### config.mk
export PLATFORM = sky130hd
export DESIGN_NAME = sync_preset_counter
export DESIGN_NICKNAME = d
export VERILOG_FILES = /design/src/rtl/ctr_pkg.sv /design/src/rtl/ctr_op_decode.sv /design/src/rtl/ctr_carry.sv /design/src/rtl/sync_preset_counter.sv
export SDC_FILE = /design/constraint.sdc
export NUM_CORES = 1
export LEC_CHECK = 0
export ABC_AREA = 1
export BUFFER_PORTS_ARGS = -buffer_cell sky130_fd_sc_hd__buf_4
export CORE_AREA = 2 2 39 41
export CTS_CLUSTER_DIAMETER = 30
export CTS_CLUSTER_SIZE = 12
export DETAILED_ROUTE_END_ITERATION = 16
export DIE_AREA = 0 0 41 43
export PLACE_DENSITY = 0.47
export SLEW_MARGIN = 0
export SYNTH_ARGS = -nofsm -noshare
export SYNTH_HDL_FRONTEND = slang
export SYNTH_HIERARCHICAL = 1
export SYNTH_SLANG_ARGS = --single-unit
### constraint.sdc
create_clock -name clk -period 1.1 [get_ports clk]
set_input_delay 0.33 -clock clk [delete_from_list [all_inputs] [get_ports clk]]
set_output_delay 0.33 -clock clk [all_outputs]
set_load 0.05 [all_outputs]
### src/rtl/ctr_pkg.sv
package ctr_pkg;
    localparam int unsigned DEF_W = 4;

    typedef enum logic [1:0] {
        OP_HOLD = 2'd0,
        OP_LOAD = 2'd1,
        OP_INC  = 2'd2
    } ctr_op_e;
endpackage

### src/rtl/ctr_op_decode.sv
module ctr_op_decode
    import ctr_pkg::*;
(
    input  logic    ld_n,
    input  logic    cnt_en,
    input  logic    carry_en,
    output ctr_op_e op
);
    always_comb begin
        if (!ld_n)
            op = OP_LOAD;
        else if (cnt_en && carry_en)
            op = OP_INC;
        else
            op = OP_HOLD;
    end
endmodule

### src/rtl/ctr_carry.sv
module ctr_carry #(
    parameter int unsigned W = 4
) (
    input  logic [W-1:0] value,
    input  logic         carry_en,
    output logic         carry_out
);
    localparam logic [W-1:0] TOP = {W{1'b1}};

    always_comb begin
        carry_out = carry_en && (value == TOP);
    end
endmodule

### src/rtl/sync_preset_counter.sv
module sync_preset_counter
    import ctr_pkg::*;
#(
    parameter int unsigned W = DEF_W
) (
    input  logic         clk,
    input  logic         arst_n,
    input  logic         ld_n,
    input  logic         cnt_en,
    input  logic         carry_en,
    input  logic [W-1:0] din,
    output logic [W-1:0] count,
    output logic         carry_out
);
    localparam logic [W-1:0] ONE    = W'(1);
    localparam logic [W-1:0] ALL_HI = {W{1'b1}};

    typedef struct packed {
        logic [W-1:0] value;
    } ctr_state_t;

    ctr_state_t state_d, state_q;
    ctr_op_e    op;

    ctr_op_decode u_dec (
        .ld_n     (ld_n),
        .cnt_en   (cnt_en),
        .carry_en (carry_en),
        .op       (op)
    );

    always_comb begin
        state_d = state_q;
        unique case (op)
            OP_LOAD: state_d.value = din;
            OP_INC:  state_d.value = state_q.value + ONE;
            default: state_d.value = state_q.value;
        endcase
    end

    always_ff @(posedge clk or negedge arst_n) begin
        if (!arst_n)
            state_q <= '0;
        else
            state_q <= state_d;
    end

    assign count = state_q.value;

    ctr_carry #(.W(W)) u_carry (
        .value     (state_q.value),
        .carry_en  (carry_en),
        .carry_out (carry_out)
    );

    // while clear is held, the register reads zero
    assert_clear_zero_R1: assert property (@(posedge clk)
        !arst_n |-> count == '0);

    // a load wins over both enables
    assert_load_R2: assert property (@(posedge clk) disable iff (!arst_n)
        !ld_n |=> count == $past(din));

    // increment by exactly one
    assert_inc_R3: assert property (@(posedge clk) disable iff (!arst_n)
        (ld_n && cnt_en && carry_en) |=> count == W'($past(count) + ONE));

    // either enable low holds the value
    assert_hold_R4: assert property (@(posedge clk) disable iff (!arst_n)
        (ld_n && !(cnt_en && carry_en)) |=> $stable(count));

    // the carry requires a full count
    assert_carry_full_R5: assert property (@(posedge clk) disable iff (!arst_n)
        carry_out |-> count == ALL_HI);

    // the carry is gated by the carry enable
    assert_carry_gate_R5: assert property (@(posedge clk) disable iff (!arst_n)
        !carry_en |-> !carry_out);

    // wrap from all ones to zero
    assert_wrap_R6: assert property (@(posedge clk) disable iff (!arst_n)
        (ld_n && cnt_en && carry_en && count == ALL_HI) |=> count == '0);
endmodule

Word-level counts from Yosys, hierarchy flattened
Index checks and enable logic that the tools add are counted.
- flip-flop bits (word level): 4
- bits of input ports: 9
- output and inout bits: 5
- logic and storage cells: 11
- add/sub/neg operators: 1
- eq/ne operators: 3
- muxes and demuxes: 3
- reductions and logical operators: 3
- operators by type and width (operator ; number):
    $pmux W4 S2 ; 1
    $add A4 B1 Y4 const B ; 1
    $eq A4 B4 Y1 const B ; 1
    $mux W2 ; 2
    $eq A2 B1 Y1 const B ; 1
    $eq A2 B2 Y1 const B ; 1
    $logic_and A1 B1 Y1 ; 2
    $reduce_bool A2 Y1 ; 1

Depth between registers and ports, before layout
- depth after elaboration: 5
- depth in mapped cells: 8
- depth with buffers taken out: 8

Hierarchy
The synthesis kept the hierarchy.
- by module, submodules not included (module ; times used ; cells an instance ; area an instance (µm²) ; seq. area each (µm²)):
    sync_preset_counter ; 1 ; 35 ; 249.0 ; 100.1
    ctr_op_decode ; 1 ; 3 ; 13.8 ; 0.0
    ctr_carry ; 1 ; 3 ; 12.5 ; 0.0

Worst setup path before layout
OpenSTA, ideal clock, no wires.
- path kind: reg-to-output
- from: reg state_q (netlist bit count[2])
- to: out carry_out
- data arrival time: 1466 ps
- required time: 770 ps
- path slack: -696 ps
- cell stages (with the launch flop): 3
- path buffers: 0
- cell sequence: dfrtp_1 nand3_1 nor2_1
- cells in the longest elaborated chain, start to end: 2
- ends and longest elaborated chain (element ; line ; RTL):
    start, declared ; sync_preset_counter.sv:22 ; ctr_state_t state_d, state_q;
    start signal, assigned ; sync_preset_counter.sv:45 ; state_q <= state_d;
    $eq A4 B4 Y1 ; ctr_carry.sv:11 ; carry_out = carry_en && (value == TOP);
    $logic_and A1 B1 Y1 ; ctr_carry.sv:11 ;
    end, declared ; sync_preset_counter.sv:13 ; output logic carry_out
Every way passes these cells.

Worst setup path in the final report
Same ends and word-level chain as after synthesis.

==> impl_metrics.csv <==
group,metric,value,unit
routing,wl_per_cell,8.56,um
setup_path,setup.worst_path.class,"reg2out",
global_routing,grt_pass1_wl,1100,um
job,maxCapViolCount,0,
cells_and_area,largest_register_ffs,4,
logic_synthesis,ys_types,12,
hold_path,hold_depth,3,
place,place_area,458,sq um
floorplan,ioPinCount,14,
hold_path,hold_class,"in2reg",
sta,fin_skew,0.000402,ns
logic_synthesis,post_synth_inst_count,41,
hold_path,hp-start,"din[0]",
logic_synthesis,ys_warn_count,6,
hold_path,min_to,"count[0]",
global_routing,track_usage,9.28,%
routing,vias_per_cell,4.18,
place,io_buffers,13,
clocking,cts_buffers,3,
setup_path,reg2reg_from,"count[0]",
setup_path,rr_worst_depth,6,
outcome,violations,"negative setup slack",
clocking,clkSinkCount,4,
global_routing,grt_pass1_vias,302,
sta,tightest_slew,0.142,ns
setup_path,arrival,0.96,ns
routing,vias,351,
cells_and_area,fin_nets,81,
sta,fin_setup_tns,-0.810,ns
power_and_ir_drop,p_leak,0.279,nW
setup_path,rrSetupSlack,-0.08,ns
sta,maxSlewHeadroom,90.4,%
cells_and_area,drive_above_1_share,58.8,%
place,dp_hpwl,543,um
global_routing,antenna_found_initial,0,
cells_and_area,areaGrowthSynthToFinish,108,%
sta,hold_viol,0,
power_and_ir_drop,ir_drop,0.000655,V
sta,max_clock_freq,778,MHz
global_routing,grt_overflow,0,
setup_path,critPathMaxFanout,3,
global_routing,grt_max_degree,8,
setup_path,startpoint_type,"register",
logic_synthesis,seq_area_frac_synth,36.4,%
floorplan,rows,14,
routing,first_iter_violations,6,
power_and_ir_drop,p_sw,0.268,mW
logic_synthesis,ys_ff_latch,4,
sta,setup_viol,7,
outcome,status,"complete, but fails checks",
clocking,cts_tree,"done",
power_and_ir_drop,switching_share,36.5,%
floorplan,die_area,0.00176,sq mm
cells_and_area,utilization,41.3,%
setup_path,critPathCaptureType,"primary output",
cells_and_area,num_antenna_cells,0,
floorplan,die_x,41,um
place,place.gp.congestion,0.673,
clocking,path_clk_slew,0.04,ns
cells_and_area,layoutNonFillerInstCount,84,
sta,period_needed,1.29,ns
clocking,worstSkewPairLatency,0.23,ns
clocking,ctsRootBufferMaster,"clkbuf_4",
routing,ant_nets,0,
logic_synthesis,avgSynthCellArea,6.71,sq um
sta,grt_setup_unrepaired,"true",
power_and_ir_drop,pwr-share-clk,23.9,%
cells_and_area,design_area,572,sq um
sta,timing.hold.ws,0.330,ns
place,placedCellCount,76,
power_and_ir_drop,p_per_area,1280,mW/mm^2
floorplan,core_region_area,0.00138,sq mm
logic_synthesis,syn_area,275,sq um
power_and_ir_drop,p_comb_share,48.8,%
clocking,clk_path_buf_depth,2,
setup_path,required,0.77,ns
routing,dr.pass1.iters,2,
routing,routed_wl,719,um
sta,post-route-period-util,117,%
logic_synthesis,synth_nets,52,
floorplan,die_y,43,um
setup_path,reg2reg_to,"count[2]",
power_and_ir_drop,p_int,0.466,mW
sta,finalWorstSetupSlack,-0.185,ns
sta,slew_violations,0,
floorplan,initial_core_util,19.9,%
routing,drc,0,
power_and_ir_drop,seqPwrFrac,27.2,%
clocking,h-tree-depth,1,
==> layout make-up <==
| cell class | instances | area (sq um) |
|---|---|---|
| clock buffer | 3 | 22.5 |
| fill | 156 | 812 |
| inverter | 6 | 22.5 |
| multi-input combinational | 31 | 196 |
| sequential | 4 | 105 |
| tap | 16 | 20.0 |
| timing repair buffer | 24 | 205 |
==> timing repair <==
| action | 4_1_cts | 5_1_grt |
|---|---|---|
| setup buffers | 4 | 0 |
| hold endpoints to repair | 4 | 0 |
| pin swaps | 2 | 1 |
| hold buffers | 1 | 0 |
| gates resized for setup | 6 | 5 |
| setup endpoints to repair | 6 | 8 |
| gates cloned | 0 | 0 |
==> layout by cell type, fill, tap and decap left out <==
master and n:
nand3_2 1, nand2_1 11, inv_1 4, nor2_4 1, nand3_1 3, dlygate4sd3_1 1
dfrtp_2 4, buf_4 18, ha_4 2, clkbuf_4 3, a21oi_1 2, o21ai_1 1
a21oi_2 1, inv_2 2, buf_6 4, buf_8 1, nor2_2 2, nand2_2 1
nor2_1 4, nand4_1 1, o21ai_0 1
==> synthesized netlist by cell type <==
library cell,instances,area [sq um]
inv_2,2,7.51
o21ai_0,1,5.00
nor2_2,2,12.5
dfrtp_1,4,100
ha_1,2,25.0
o21ai_1,1,5.00
a21oi_1,3,15.0
nor2_1,5,18.8
nand3_1,4,20.0
nand4_1,1,6.26
nand2_1,12,45.0
inv_1,4,15.0
==> metrics by stage <==
stage	power (mW)	setup slack, ns
finish	0.734	-0.185
global route	0.788	-0.223
CTS	0.720	-0.189
detailed placement	0.479	-0.250
global placement	0.477	-0.239
floorplan	0.364	-0.200
==> how the worst max path moves through the flow <==
stage / startpoint / end / slack [ns]
2_1_floorplan: count[2] / carry_out / -0.20
3_3_place_gp: carry_en / count[2] / -0.24
3_5_place_dp: carry_en / count[2] / -0.25
4_1_cts: count[0] / carry_out / -0.19
5_1_grt: count[0] / carry_out / -0.22
6_report: count[2] / carry_out / -0.19
==> power by group through the flow <==
stage / Combinational [mW] / Sequential (mW) / Clock (mW)
finish: 0.359 / 0.200 / 0.175
global route: 0.390 / 0.204 / 0.194
CTS: 0.336 / 0.199 / 0.185
detailed placement: 0.271 / 0.208 / 0
global placement: 0.269 / 0.208 / 0
floorplan: 0.0807 / 0.284 / 0
==> metal layers <==
layer | vias to the layer above | GRT usage, % | wire, um
met1 | 155 | 10.8 | 327
met4 | 0 | 6.00 | 18
li1 | 184 | - | -
met2 | 10 | 14.7 | 323
met5 | - | 0 | 0
met3 | 2 | 1.57 | 49
==> cells by family after synthesis <==
logic type / synth area share [%]
AND/OR/NAND/NOR: 37.3
adder cells (fa/ha/maj): 9.09
AO/OA/AOI/OAI: 9.09
flip-flops: 36.4
buffers and inverters: 8.18
==> critical path: stages, from the launching register on <==
cell	delay [ns]
dfrtp_2	0.38
nand3_2	0.10
nor2_4	0.09
buf_6	0.16
Power figures use the tool's default switching activity.
